<file path="src/rtl/chr_remap_pkg.sv">
package chr_remap_pkg;

  typedef struct packed {
    logic hi;
    logic lo;
  } cap_pair_t;

  localparam int DEF_PPU_W = 14;

endpackage

</file>
<file path="src/rtl/ppu_bus_sampler.sv">
module ppu_bus_sampler #(
  parameter int PPU_W   = 14,
  parameter int SPACE_B = 13
) (
  input  logic             clk,
  input  logic             rst,
  input  logic [PPU_W-1:0] addr_in,
  input  logic             en_in,
  output logic [PPU_W-1:0] addr_q,
  output logic             en_q,
  output logic             space_rise
);

  logic space_prev;

  always_ff @(posedge clk) begin
    if (rst) begin
      addr_q     <= '0;
      en_q       <= 1'b0;
      space_prev <= 1'b0;
    end else begin
      addr_q     <= addr_in;
      en_q       <= en_in;
      space_prev <= addr_q[SPACE_B];
    end
  end

  // A rise is seen between two consecutive registered samples
  always_comb space_rise = addr_q[SPACE_B] & ~space_prev;

endmodule

</file>
<file path="src/rtl/fetch_tag_latch.sv">
module fetch_tag_latch
  import chr_remap_pkg::*;
#(
  parameter int PPU_W  = 14,
  parameter int SRC_LO = 0,
  parameter int SRC_HI = 9
) (
  input  logic             clk,
  input  logic             rst,
  input  logic             load,
  input  logic [PPU_W-1:0] addr_q,
  output cap_pair_t        cap
);

  always_ff @(posedge clk) begin
    if (rst) begin
      cap <= '0;
    end else if (load) begin
      cap.lo <= addr_q[SRC_LO];
      cap.hi <= addr_q[SRC_HI];
    end
  end

endmodule

</file>
<file path="src/rtl/chr_addr_former.sv">
module chr_addr_former
  import chr_remap_pkg::*;
#(
  parameter int PPU_W   = 14,
  parameter int SPACE_B = 13,
  parameter int DST_LO  = 3,
  parameter int DST_HI  = 12
) (
  input  logic             clk,
  input  logic             rst,
  input  logic [PPU_W-1:0] addr_q,
  input  logic             en_q,
  input  cap_pair_t        cap,
  output logic [PPU_W-2:0] chr_q
);

  localparam int CHR_W = PPU_W - 1;

  logic             remap;
  logic [CHR_W-1:0] chr_d;

  always_comb remap = en_q & ~addr_q[SPACE_B];

  for (genvar i = 0; i < CHR_W; i++) begin : g_bit
    if (i == DST_LO) begin : g_lo
      always_comb chr_d[i] = remap ? cap.lo : addr_q[i];
    end else if (i == DST_HI) begin : g_hi
      always_comb chr_d[i] = remap ? cap.hi : addr_q[i];
    end else begin : g_pass
      always_comb chr_d[i] = addr_q[i];
    end
  end

  always_ff @(posedge clk) begin
    if (rst) chr_q <= '0;
    else     chr_q <= chr_d;
  end

endmodule

</file>
<file path="src/rtl/chr_bitmap_remap.sv">
module chr_bitmap_remap
  import chr_remap_pkg::*;
#(
  parameter int PPU_W  = DEF_PPU_W,
  parameter int SRC_LO = 0,
  parameter int SRC_HI = 9,
  parameter int DST_LO = 3,
  parameter int DST_HI = 12
) (
  input  logic             clk,
  input  logic             rst,
  input  logic [PPU_W-1:0] ppu_addr,
  input  logic             bitmap_en,
  output logic [PPU_W-2:0] chr_addr
);

  localparam int SPACE_B = PPU_W - 1;

  logic [PPU_W-1:0] samp_addr;
  logic             samp_en;
  logic             a13_rise;
  cap_pair_t        cap;
  logic             lat_lo;
  logic             lat_hi;

  ppu_bus_sampler #(.PPU_W(PPU_W), .SPACE_B(SPACE_B)) u_samp (
    .clk(clk), .rst(rst), .addr_in(ppu_addr), .en_in(bitmap_en),
    .addr_q(samp_addr), .en_q(samp_en), .space_rise(a13_rise)
  );

  fetch_tag_latch #(.PPU_W(PPU_W), .SRC_LO(SRC_LO), .SRC_HI(SRC_HI)) u_tag (
    .clk(clk), .rst(rst), .load(a13_rise), .addr_q(samp_addr), .cap(cap)
  );

  always_comb begin
    lat_lo = cap.lo;
    lat_hi = cap.hi;
  end

  chr_addr_former #(.PPU_W(PPU_W), .SPACE_B(SPACE_B),
                    .DST_LO(DST_LO), .DST_HI(DST_HI)) u_form (
    .clk(clk), .rst(rst), .addr_q(samp_addr), .en_q(samp_en),
    .cap(cap), .chr_q(chr_addr)
  );

endmodule

</file>
<file path="config.mk">
export PLATFORM = sky130hd
export DESIGN_NAME = chr_bitmap_remap
export DESIGN_NICKNAME = d
export VERILOG_FILES = /design/src/rtl/chr_remap_pkg.sv /design/src/rtl/ppu_bus_sampler.sv /design/src/rtl/fetch_tag_latch.sv /design/src/rtl/chr_addr_former.sv /design/src/rtl/chr_bitmap_remap.sv
export SDC_FILE = /design/constraint.sdc
export NUM_CORES = 1
export LEC_CHECK = 0
export BUFFER_PORTS_ARGS = -buffer_cell sky130_fd_sc_hd__buf_2
export CORE_UTILIZATION = 47
export CTS_CLUSTER_DIAMETER = 150
export DETAILED_ROUTE_END_ITERATION = 10
export HOLD_SLACK_MARGIN = 0.1
export PLACE_DENSITY_LB_ADDON = 0.3
export RECOVER_POWER = 25
export SETUP_SLACK_MARGIN = 0.1
export SYNTH_ARGS = -nofsm -noshare
export SYNTH_HDL_FRONTEND = slang
export SYNTH_SLANG_ARGS = --single-unit
</file>
<file path="constraint.sdc">
create_clock -name clk -period 0.92 [get_ports clk]
set_input_delay 0.046 -clock clk [delete_from_list [all_inputs] [get_ports clk]]
set_output_delay 0.046 -clock clk [all_outputs]
set_load 0.03 [all_outputs]
</file>
[After elaboration in Yosys (flattened, before gate mapping)]
Cells that the tools add are included.
Operators by class
  bitwise operators: 4
  muxes and demuxes: 2
Operator list (count)
  $and A1 B1 Y1: 2
  $mux W1: 2
  $not A1 Y1: 2
Storage, ports and cells
  register bits: 31
  output and inout bits: 13
  input bits: 17
  logic and storage cells: 12

[Depth between registers and ports, before layout]
Gate-level depths: netlist of the first run.
  depth after elaboration: 3
  mapped depth: 3
  gate-level depth less buffers: 2

[Modules after synthesis]
Synthesis of the first run repeated with hierarchy kept, for this count alone.
Second synthesis, totals
  cell total of the unflattened synthesis: 72
  area total of the unflattened synthesis: 954.7 µm²
Modules (own cells, without submodules)
  ppu_bus_sampler: sequential area each 320.3 µm², times used 1, cells each 34, area each 470.5 µm²
  chr_addr_former: sequential area each 260.2 µm², times used 1, cells each 32, area each 416.6 µm²
  fetch_tag_latch: sequential area each 40.0 µm², times used 1, cells each 6, area each 67.6 µm²

[Least setup slack after synthesis of the first run]
OpenSTA, ideal clock, no wires.
  kind: flip-flop to flip-flop
  start point: register u_samp.addr_q[13]
  end point: register u_form.chr_q[12]
  data arrival time: 665 ps
  cell stages (with the launch flop): 3
  required time: 848 ps
  clock period less this slack: 737 ps
  slack: 183 ps
  path through: dfxtp_1 > nor2b_1 > mux2i_1
Between the ends
  cells in the longest elaborated chain, start to end: 3
Ends and longest elaborated chain
  from (decl): line ppu_bus_sampler.sv:9  | output logic [PPU_W-1:0] addr_q,
  from (signal assigned): line ppu_bus_sampler.sv:22  | addr_q <= addr_in;
  $not A1 Y1: line chr_addr_former.sv:22  | always_comb remap = en_q & ~addr_q[SPACE_B];
  $and A1 B1 Y1: line chr_addr_former.sv:22
  $mux W1: line chr_addr_former.sv:28  | always_comb chr_d[i] = remap ? cap.hi : addr_q[i];
  to (signal assigned): line chr_addr_former.sv:36  | else chr_q <= chr_d;
  to (decl): line chr_addr_former.sv:14  | output logic [PPU_W-2:0] chr_q
Every way passes these cells.
A chain may end at the register's enable or synchronous reset.

[Final worst setup path of the first run]
  start point: register u_form.chr_q[6]
  end point: output chr_addr[6]
RTL lines
  to (decl): line chr_bitmap_remap.sv:14  | output logic [PPU_W-2:0] chr_addr
No word-level cell between the ends.

==> results of run 1 <==
## flip-flops by register name (all words and copies together) (netlist names)
register,count
u_tag.cap,2
u_samp.en_q,1
u_samp.addr_q,14
u_samp.space_prev,1
u_form.chr_q,13
## per-layer routing
metal	track usage, %	routed length, µm
met3	7.059	64
met2	30.14	913
met5	0	0
met4	12.35	36
met1	18.87	605
## worst max-delay path by stage
| stage | slack [ns] | cells after the start | endpoint |
|---|---|---|---|
| after floorplan | 0.18 | 2 | u_form.chr_q[12] |
| after global placement | 0.16 | 2 | u_form.chr_q[3] |
| after detailed placement | 0.11 | 2 | u_form.chr_q[3] |
| after CTS | 0.06 | 1 | chr_addr[4] |
| after global routing | 0.06 | 1 | chr_addr[8] |
| final | 0.1 | 1 | chr_addr[6] |
## placed cells by master (no fill, tap or decap)
master and n:
and2b_1 1, buf_2 16, buf_4 2, buf_6 13, clkbuf_4 5, clkbuf_8 1
clkinv_2 1, dfxtp_1 16, dfxtp_2 15, dlygate4sd3_1 18, inv_1 2, mux2i_1 4
nand2b_1 4, nand2b_4 3, nor2b_1 24, nor2b_4 1
## timing repair
item                       4_1_cts  5_1_grt
setup endpoints to repair       15       14
cloned                           0        0
hold endpoints to repair        15        0
hold buffers                    18        0
resized for setup               38        5
## power by group through the flow
stage | registers, mW | clock network [mW] | logic (mW)
3_3_place_gp | 1.45 | 0 | 0.186
4_1_cts | 1.43 | 0.788 | 0.275
6_report | 1.43 | 0.767 | 0.280
3_5_place_dp | 1.45 | 0 | 0.189
2_1_floorplan | 1.50 | 0 | 0.0798
5_1_grt | 1.44 | 0.850 | 0.301
## kinds of logic (layout without fill, tap and decap cells)
logic type | count (synthesis) | in the layout
buffers and inverters | 5 | 58
DFF | 31 | 31
muxes | 4 | 4
and+or+nand+nor | 33 | 33
## area by class of cell
| cell class | instances | area (µm²) | area share (%) |
|---|---|---|---|
| sequential | 31 | 639.4 | 44.59 |
| tap | 25 | 31.28 | 2.181 |
| clock buffer | 6 | 51.30 | 3.578 |
| timing repair buffer | 49 | 421.7 | 29.41 |
| inverter | 2 | 7.507 | 0.5236 |
| clock inverter | 1 | 5.005 | 0.3490 |
| multi-input combinational | 37 | 277.8 | 19.37 |
==> qor.yml, run 1 <==
synthesis:
  ys_seq_area_share_pct: 67.48
  synth_top_family_by_area: "simple AND/OR/NAND/NOR gates"
  synth-seq-cells: 31
  yosysMostFrequentCell: "dfxtp_1"
  synthAdderAreaFrac_pct: 0
  yosys-top-cells-area: "dfxtp_1, nor2b_1, nand2b_4, mux2i_1, nand2b_1"
  netlist_instances: 73
  synth-edff-count: 0
  synth_ff_type: "dfxtp_1"
  synth_warnings: 0
  yosys-top-cells-count: "dfxtp_1, nor2b_1, mux2i_1, nand2b_1, nand2b_4"
  postSynthAreaPerCell_um2: 12.60
  syn_nets: 90
  synth_top_area_cell: "dfxtp_1"
  synth_compound_area_share_pct: 0
  synth-simple-area-share_pct: 25.03
  syn_area_um2: 919.6
  synth_mux_area_share_pct: 4.354
  synth.top_cell.area_share_pct: 67.48
  async_reset_ff_share_pct: 0
  yosysUniqueCellTypes: 9
  synthXorXnorAreaFrac_pct: 0
place:
  dpl.cell_count: 126
  port-buffer-count: 29
  post-place-ws_ns: 0.1060
  gp_routability_congestion: 0.8089
  hpwl_um: 832.3
  placed_cell_area_um2: 1090
setup_path:
  cpPeakStageDelay_ns: 0.34
  path_cells: "buf_6"
  critPathBufInv: 1
  critPathLaunch: "u_form.chr_q[6]"
  crit_fanout: 1
  cp.arrival_ns: 0.78
  start_kind: "flop"
  cpLargestDelayFamily: "flip-flops"
  critical_path_class: "reg2out"
  r2r_start: "u_samp.addr_q[13]"
  endpoint_kind: "output pin"
  crit_slowest_cell: "dfxtp_2"
  critPathRequiredTime_ns: 0.87
  regToRegSetupSlack_ns: 0.15
  r2r-end: "u_form.chr_q[3]"
  worstRegToRegCells: 2
clock_tree:
  path_clk_slew_ns: 0.09
  cts_buffer_depth: 2
  htreeDepth: 2
  clock_sinks: 31
  cts_tree: "built"
  clockRootBuffer: "clkbuf_4"
  cts_made_buffers: 5
  postCtsSetupRepairBufs: 0
  insertion_delay_ns: 0.32
timing:
  setup_slack_ns: 0.09781
  fin_crit_sh_pct: 89.37
  slew_headroom_pct: 90.08
  max_freq_mhz: 1216
  skew_ns: 0.004797
  tightest_slew_ns: 0.1446
  fin_setup_tns_ns: 0
  hold-worst-slack_ns: 0.1159
  grt_setup_unrepaired: "yes"
  drv_slew: 0
  min_period_ns: 0.8222
  report.final.setup_viol: 0
  final_hold_viol_count: 0
hold_path:
  min-delay-start: "rst"
  worst_hold_path_type: "in2reg"
  hold_end: "u_form.chr_q[12]"
  holdPathStages: 3
finish:
  area_growth_pct: 55.92
  final_cells: 151
  n_antenna_cell: 0
  design_area_um2: 1434
  drive_gt1_share_pct: 45.24
  postLayoutCoreUtil_pct: 80.42
  nNetsFinal: 143
  nFillCells: 112
drt:
  drtIter0Drc: 5
  drtAntennaViolNets: 0
  drc: 0
  wl_per_cell_um: 10.73
  vias: 650
  avgViaCountPerCell: 4.305
  routed_wl_um: 1620
  drt_pre_antenna_iters: 4
pwr:
  clockPowerShare_pct: 30.9
  p_switching_uw: 548.2
  internal_power_mw: 1.930
  power_density_nw_per_um2: 1729
  pwr-share-seq_pct: 57.8
  pwr-share-comb_pct: 11.3
  switching_share_pct: 22.12
  finalPower_mw: 2.478
  p_leak_nw: 0.6563
  irDropWorstVdd_v: 0.001389
die:
  die_area_um2: 2138
  core_region_area_um2: 1783
  pin_count: 30
  start_util_pct: 51.58
  die_h_um: 46.24
  std_cell_rows: 15
  die_w_um: 46.24
job:
  maxCapViolCount: 0
grt:
  grt_pass1_vias: 626
  antenna_found_initial: 0
  grt_overflow: 0
  grt_pass1_wl_um: 2546
  grt_max_degree: 12
  grt_usage_pct: 18.23
run_status:
  status: "completed"
Note: power is estimated with default switching activity, not from simulation.
==> inputs of run 2 (changes only) <==
--- a/config.mk
+++ b/config.mk
@@ -7,12 +7,12 @@
 export LEC_CHECK = 0
 export BUFFER_PORTS_ARGS = -buffer_cell sky130_fd_sc_hd__buf_2
 export CORE_UTILIZATION = 47
-export CTS_CLUSTER_DIAMETER = 150
+export CTS_CLUSTER_DIAMETER = 200
 export DETAILED_ROUTE_END_ITERATION = 10
 export HOLD_SLACK_MARGIN = 0.1
 export PLACE_DENSITY_LB_ADDON = 0.3
 export RECOVER_POWER = 25
-export SETUP_SLACK_MARGIN = 0.1
+export SETUP_SLACK_MARGIN = 0.4
 export SYNTH_ARGS = -nofsm -noshare
 export SYNTH_HDL_FRONTEND = slang
 export SYNTH_SLANG_ARGS = --single-unit
==> run 2 against run 1 <==
  * The flow now finishes with violations (hold timing)
  * Worst hold slack got worse by 0.19 ns
  * Maximum frequency fell by 0.29%
  * Clock skew rose by 0.0081 ns
  * Critical path type unchanged
  * Critical endpoint is now chr_addr[7]
==> qor.yml, run 2 (synthesis results as in run 1) <==
run_status:
  status: "finished with violations"
  violations: "hold timing"
setup_path:
  worstRegToRegCells: 2  # unchanged
  critPathBufInv: 1  # unchanged
  critPathRequiredTime_ns: 0.87  # about the same
  start_kind: "flop"
  cpLargestDelayFamily: "flip-flops"
  regToRegSetupSlack_ns: 0.16  # about the same
  r2r_start: "u_samp.addr_q[13]"
  path_cells: "buf_6"
  cpPeakStageDelay_ns: 0.34  # about the same
  critPathLaunch: "u_form.chr_q[7]"
  endpoint_kind: "output pin"
  critical_path_depth: 1  # unchanged
  r2r-end: "u_form.chr_q[12]"
  cp.arrival_ns: 0.78  # about the same
  crit_fanout: 1  # unchanged
  crit_slowest_cell: "dfxtp_2"
  critical_path_class: "reg2out"
grt:
  grt_overflow: 0  # unchanged
  grt_pass1_wl_um: 2104  # -17%
  grt_max_degree: 19  # +7
  antenna_found_initial: 0  # unchanged
  grt_usage_pct: 15.66  # -2.6 points
  grt_pass1_vias: 506  # -19%
clock_tree:
  htreeDepth: 2  # unchanged
  cts_made_buffers: 5  # unchanged
  insertion_delay_ns: 0.32  # about the same
  path_clk_slew_ns: 0.10  # about the same
  postCtsSetupRepairBufs: 0  # unchanged
  cts_buffer_depth: 2  # unchanged
  clockRootBuffer: "clkbuf_4"
  clock_sinks: 31  # unchanged
  cts_tree: "built"
drt:
  drtIter0Drc: 5  # unchanged
  wl_per_cell_um: 10.63  # -0.90%
  drt_pre_antenna_iters: 3  # -1
  routed_wl_um: 1414  # -13%
  drtAntennaViolNets: 0  # unchanged
  vias: 563  # -13%
  drc: 0  # unchanged
  avgViaCountPerCell: 4.233  # -1.7%
timing:
  fin_setup_tns_ns: 0  # unchanged
  drv_slew: 0  # unchanged
  min_period_ns: 0.8246  # +0.002412 ns
  slew_headroom_pct: 57.19  # -33 points
  setup_slack_ns: 0.09540  # -0.002412 ns
  max_freq_mhz: 1213  # -0.29%
  grt_setup_unrepaired: "yes"
  final_hold_viol_count: 15  # +15
  tightest_slew_ns: 0.6421  # +0.4975 ns
  report.final.setup_viol: 0  # unchanged
  hold-worst-slack_ns: -0.07200  # -0.1879 ns
  fin_crit_sh_pct: 89.63  # +0.26 points
  skew_ns: 0.01290  # +0.008098 ns
hold_path:
  hold_end: "u_samp.addr_q[12]"
  worst_hold_path_type: "in2reg"
  holdPathStages: 2  # -1
  min-delay-start: "ppu_addr[12]"
die:
  die_h_um: 46.24  # unchanged
  std_cell_rows: 15  # unchanged
  die_w_um: 46.24  # unchanged
  core_region_area_um2: 1783  # unchanged
  start_util_pct: 51.58  # unchanged
  die_area_um2: 2138  # unchanged
  pin_count: 30  # unchanged
finish:
  area_growth_pct: 40.00
  regMostFlops: "u_samp.addr_q"
  layout_common_cells: "nor2b_1, buf_2, dfxtp_2, dfxtp_1, buf_6"
  drive_gt1_share_pct: 55.56  # +10 points
  postLayoutCoreUtil_pct: 72.21  # -8.2 points
  nNetsFinal: 125  # -13%
  design_area_um2: 1287  # -10%
  largest_register_ffs: 14  # unchanged
  n_antenna_cell: 0  # unchanged
  layout_commonest_cell: "nor2b_1"
  largestRegisters: "u_samp.addr_q x14, u_form.chr_q x13, u_tag.cap x2"
place:
  post-place-ws_ns: 0.1652  # +0.05918 ns
  port-buffer-count: 29  # unchanged
  gp_routability_congestion: 0.7724  # -4.5%
  placed_cell_area_um2: 1094  # +0.34%
job:
  maxCapViolCount: 0  # unchanged
pwr:
  power_density_nw_per_um2: 2045  # +18%
  irDropWorstVdd_v: 0.001633  # +18%
  p_leak_nw: 0.5820  # -11%
[run 2: cell count changes in the layout (fill, tap and decap cells not counted), sizes merged]
cell | before | now
buf | 31 | 28
dlygate4sd3 | 18 | 0
bufinv | 0 | 1
clkbuf | 6 | 9
clkinv | 1 | 0
[run 2: worst max-delay path by stage]
stage               slack [ns]                to
floorplan                 0.23  u_form.chr_q[12]
global placement          0.21   u_form.chr_q[3]
detailed placement        0.17  u_form.chr_q[12]
CTS                       0.09       chr_addr[8]
global route              0.04       chr_addr[7]
finish                     0.1       chr_addr[7]
[run 2: per-layer routing]
layer  vias up  wire [µm]  track usage (%)  share of wire [%]
li1        292          -                -                  -
met5         -          0                0                  0
met2        17        724            24.79                 51
met4         0         10            10.59               0.71
met3         2         94            10.20                6.6
met1       252        584            14.60                 41
[run 2: per-stage QoR]
step | hold slack, ns | power, mW | std cells
3_3_place_gp | 0.2491 | 1.636 | 126
6_report | -0.07200 | 2.632 | 133
3_5_place_dp | 0.2546 | 1.641 | 126
4_1_cts | -0.08409 | 2.653 | 133
5_1_grt | -0.09339 | 2.751 | 133
2_1_floorplan | 0.1712 | 1.578 | 73
[run 2: cell type report]
| type | count | area (µm²) |
|---|---|---|
| clock buffer | 6 | 41.29 |
| clock inverter | 1 | 30.03 |
| fill | 114 | 495.5 |
| inverter | 2 | 7.507 |
| multi-input combinational | 37 | 300.3 |
| sequential | 31 | 643.1 |
| tap | 25 | 31.28 |
| timing repair buffer | 31 | 234.0 |
[run 2: report_power, final]
group	internal, mW	switching [mW]	total [mW]
Clock	0.560	0.415	0.975
Combinational	0.122	0.102	0.224
Sequential	1.41	0.0262	1.43
Total	2.09	0.544	2.63
[run 2: what timing repair did]
| action | 4_1_cts | 5_1_grt |
|---|---|---|
| endpoints found under the setup margin | 23 | 29 |
| gates resized for setup | 47 | 2 |
| endpoints found under the hold margin | 18 | 16 |
==> inputs of run 3 (changes only) <==
--- a/config.mk
+++ b/config.mk
@@ -7,6 +7,7 @@
 export LEC_CHECK = 0
 export BUFFER_PORTS_ARGS = -buffer_cell sky130_fd_sc_hd__buf_2
 export CORE_UTILIZATION = 47
+export CTS_BUF_LIST = sky130_fd_sc_hd__clkbuf_16
 export CTS_CLUSTER_DIAMETER = 200
 export DETAILED_ROUTE_END_ITERATION = 10
 export HOLD_SLACK_MARGIN = 0.1
==> run 3 against run 2 <==
  * Wire length grew 19%
  * Critical path depth increased by 1
  * Largest power group is now clock
  * Sequential power about the same
  * Largest cell class unchanged
  * The flow still finishes with violations (hold timing)
==> qor.yml, run 3 (synthesis results as in run 1) <==
run_status:
  status: "finished with violations"
  violations: "hold timing"
timing:
  tightest_slew_ns: 0.6721  # +0.02996 ns
  setup_slack_ns: 0.09899  # +0.003588 ns
  hold-worst-slack_ns: -0.01703  # +0.05497 ns
  final_hold_viol_count: 9  # -6
  max_freq_mhz: 1218  # +0.44%
  fin_setup_tns_ns: 0  # unchanged
  grt_setup_unrepaired: "yes"
  drv_slew: 0  # unchanged
  fin_crit_sh_pct: 89.24  # -0.39 points
  min_period_ns: 0.8210  # -0.003588 ns
  slew_headroom_pct: 55.19  # -2.0 points
  skew_ns: 0.002961  # -0.009934 ns
  report.final.setup_viol: 0  # unchanged
pwr:
  power_density_nw_per_um2: 2454  # +20%
  irDropWorstVdd_v: 0.002465  # +51%
  p_leak_nw: 0.6346  # +9.0%
  finalPower_mw: 3.430  # +30%
finish:
  n_antenna_cell: 0  # unchanged
  nFillCells: 89  # -22%
  design_area_um2: 1398  # +8.6%
  layout_common_cells: "nor2b_1, dfxtp_2, buf_2, buf_6, dfxtp_1"
  nNetsFinal: 125  # unchanged
  drive_gt1_share_pct: 61.11  # +5.6 points
  regMostFlops: "u_samp.addr_q"
  largestRegisters: "u_samp.addr_q x14, u_form.chr_q x13, u_tag.cap x2"
  largest_register_ffs: 14  # unchanged
  area_growth_pct: 51.97
  layout_commonest_cell: "nor2b_1"
grt:
  grt_overflow: 0  # unchanged
  grt_pass1_vias: 549  # +8.5%
  antenna_found_initial: 0  # unchanged
  grt_usage_pct: 17.18  # +1.5 points
  grt_pass1_wl_um: 2359  # +12%
  grt_max_degree: 19  # unchanged
clock_tree:
  clock_sinks: 31  # unchanged
  clockRootBuffer: "clkbuf_16"
  cts_made_buffers: 5  # unchanged
  postCtsSetupRepairBufs: 0  # unchanged
  cts_buffer_depth: 2  # unchanged
  htreeDepth: 2  # unchanged
  insertion_delay_ns: 0.26  # -0.06 ns
  cts_tree: "built"
  path_clk_slew_ns: 0.05  # -0.05 ns
drt:
  drtAntennaViolNets: 0  # unchanged
  wl_met1_um: 668  # +14%
  drtIter0Drc: 13  # +8
  wl_per_cell_um: 12.60  # +19%
  wl_met2_um: 933  # +29%
  wl_met3_um: 65  # -31%
  routed_wl_um: 1676  # +19%
  vias: 579  # +2.8%
  top_layer_used: "met4"
  avgViaCountPerCell: 4.353  # +2.8%
  drc: 0  # unchanged
  drt_pre_antenna_iters: 4  # +1
setup_path:
  critical_path_class: "reg2reg"
  crit_fanout: 3  # +2
  endpoint_kind: "flop"
  critPathRequiredTime_ns: 1.09  # +0.22 ns
  cp.arrival_ns: 0.99  # +0.21 ns
  start_kind: "flop"
die:
  std_cell_rows: 15  # unchanged
  die_h_um: 46.24  # unchanged
  pin_count: 30  # unchanged
  core_region_area_um2: 1783  # unchanged
  die_w_um: 46.24  # unchanged
  die_area_um2: 2138  # unchanged
  start_util_pct: 51.58  # unchanged
job:
  maxCapViolCount: 0  # unchanged
hold_path:
  worst_hold_path_type: "in2reg"
place:
  port-buffer-count: 29  # unchanged
  post-place-ws_ns: 0.1652  # unchanged
  gp_routability_congestion: 0.7724  # unchanged
  placed_cell_area_um2: 1094  # unchanged
[run 3: cell types whose count changed in the layout (fill, tap and decap cells not counted)]
cell       change
clkbuf_16      +5
clkbuf_4       -5
dfxtp_2        +4
dfxtp_1        -3
buf_4          +2
clkbuf_1       -2
nor2b_1        -2
nor2b_4        +2
clkbuf_2       -1
dfxtp_4        -1
inv_1          +1
[run 3: final cells by class]
type,instances,area [µm²],area share (%)
Clock buffer,5,125.1,8.953
Tap cell,25,31.28,2.238
Sequential cell,31,644.4,46.11
Clock inverter,2,33.78,2.417
Multi-Input combinational cell,37,315.3,22.56
Timing Repair Buffer,31,240.2,17.19
Inverter,2,7.507,0.5372
[run 3: path summary, 6_finish.rpt]
check                          end  slack [ns]  depth (start not counted)              start
hold / removal    u_samp.addr_q[8]       -0.02                          2        ppu_addr[8]
setup / recovery   u_form.chr_q[3]         0.1                          2  u_samp.addr_q[13]
setup reg to reg   u_form.chr_q[3]         0.1                          2  u_samp.addr_q[13]
hold reg to reg   u_form.chr_q[10]        0.43                          1  u_samp.addr_q[10]
[run 3: timing repair]
action	CTS	global route
gates resized for setup	45	11
endpoints found under the hold margin	15	15
endpoints found under the setup margin	21	28
[run 3: power breakdown]
group | internal [mW] | total (mW) | switching (mW)
Clock | 1.25 | 1.75 | 0.501
Sequential | 1.42 | 1.44 | 0.0282
Combinational | 0.129 | 0.238 | 0.110
[run 3: worst max-delay path, stage by stage, from the launching register on]
cell and delay, ns:
dfxtp_2 0.35, nor2b_4 0.15, mux2i_1 0.23
[run 3: metal layers]
| layer | vias to the layer above | global-route usage [%] |
|---|---|---|
| met5 | - | 0 |
| met4 | 0 | 8.824 |
| met3 | 2 | 5.882 |
| met2 | 17 | 32.68 |
| met1 | 273 | 15.74 |
| li1 | 287 | - |
[run 3: stage by stage]
| step | util (%) | cells |
|---|---|---|
| global placement | 61.33 | 126 |
| CTS | 76.98 | 133 |
| global route | 78.39 | 133 |
| floorplan | - | 73 |
| finish | 78.39 | 133 |
| detailed placement | 61.33 | 126 |
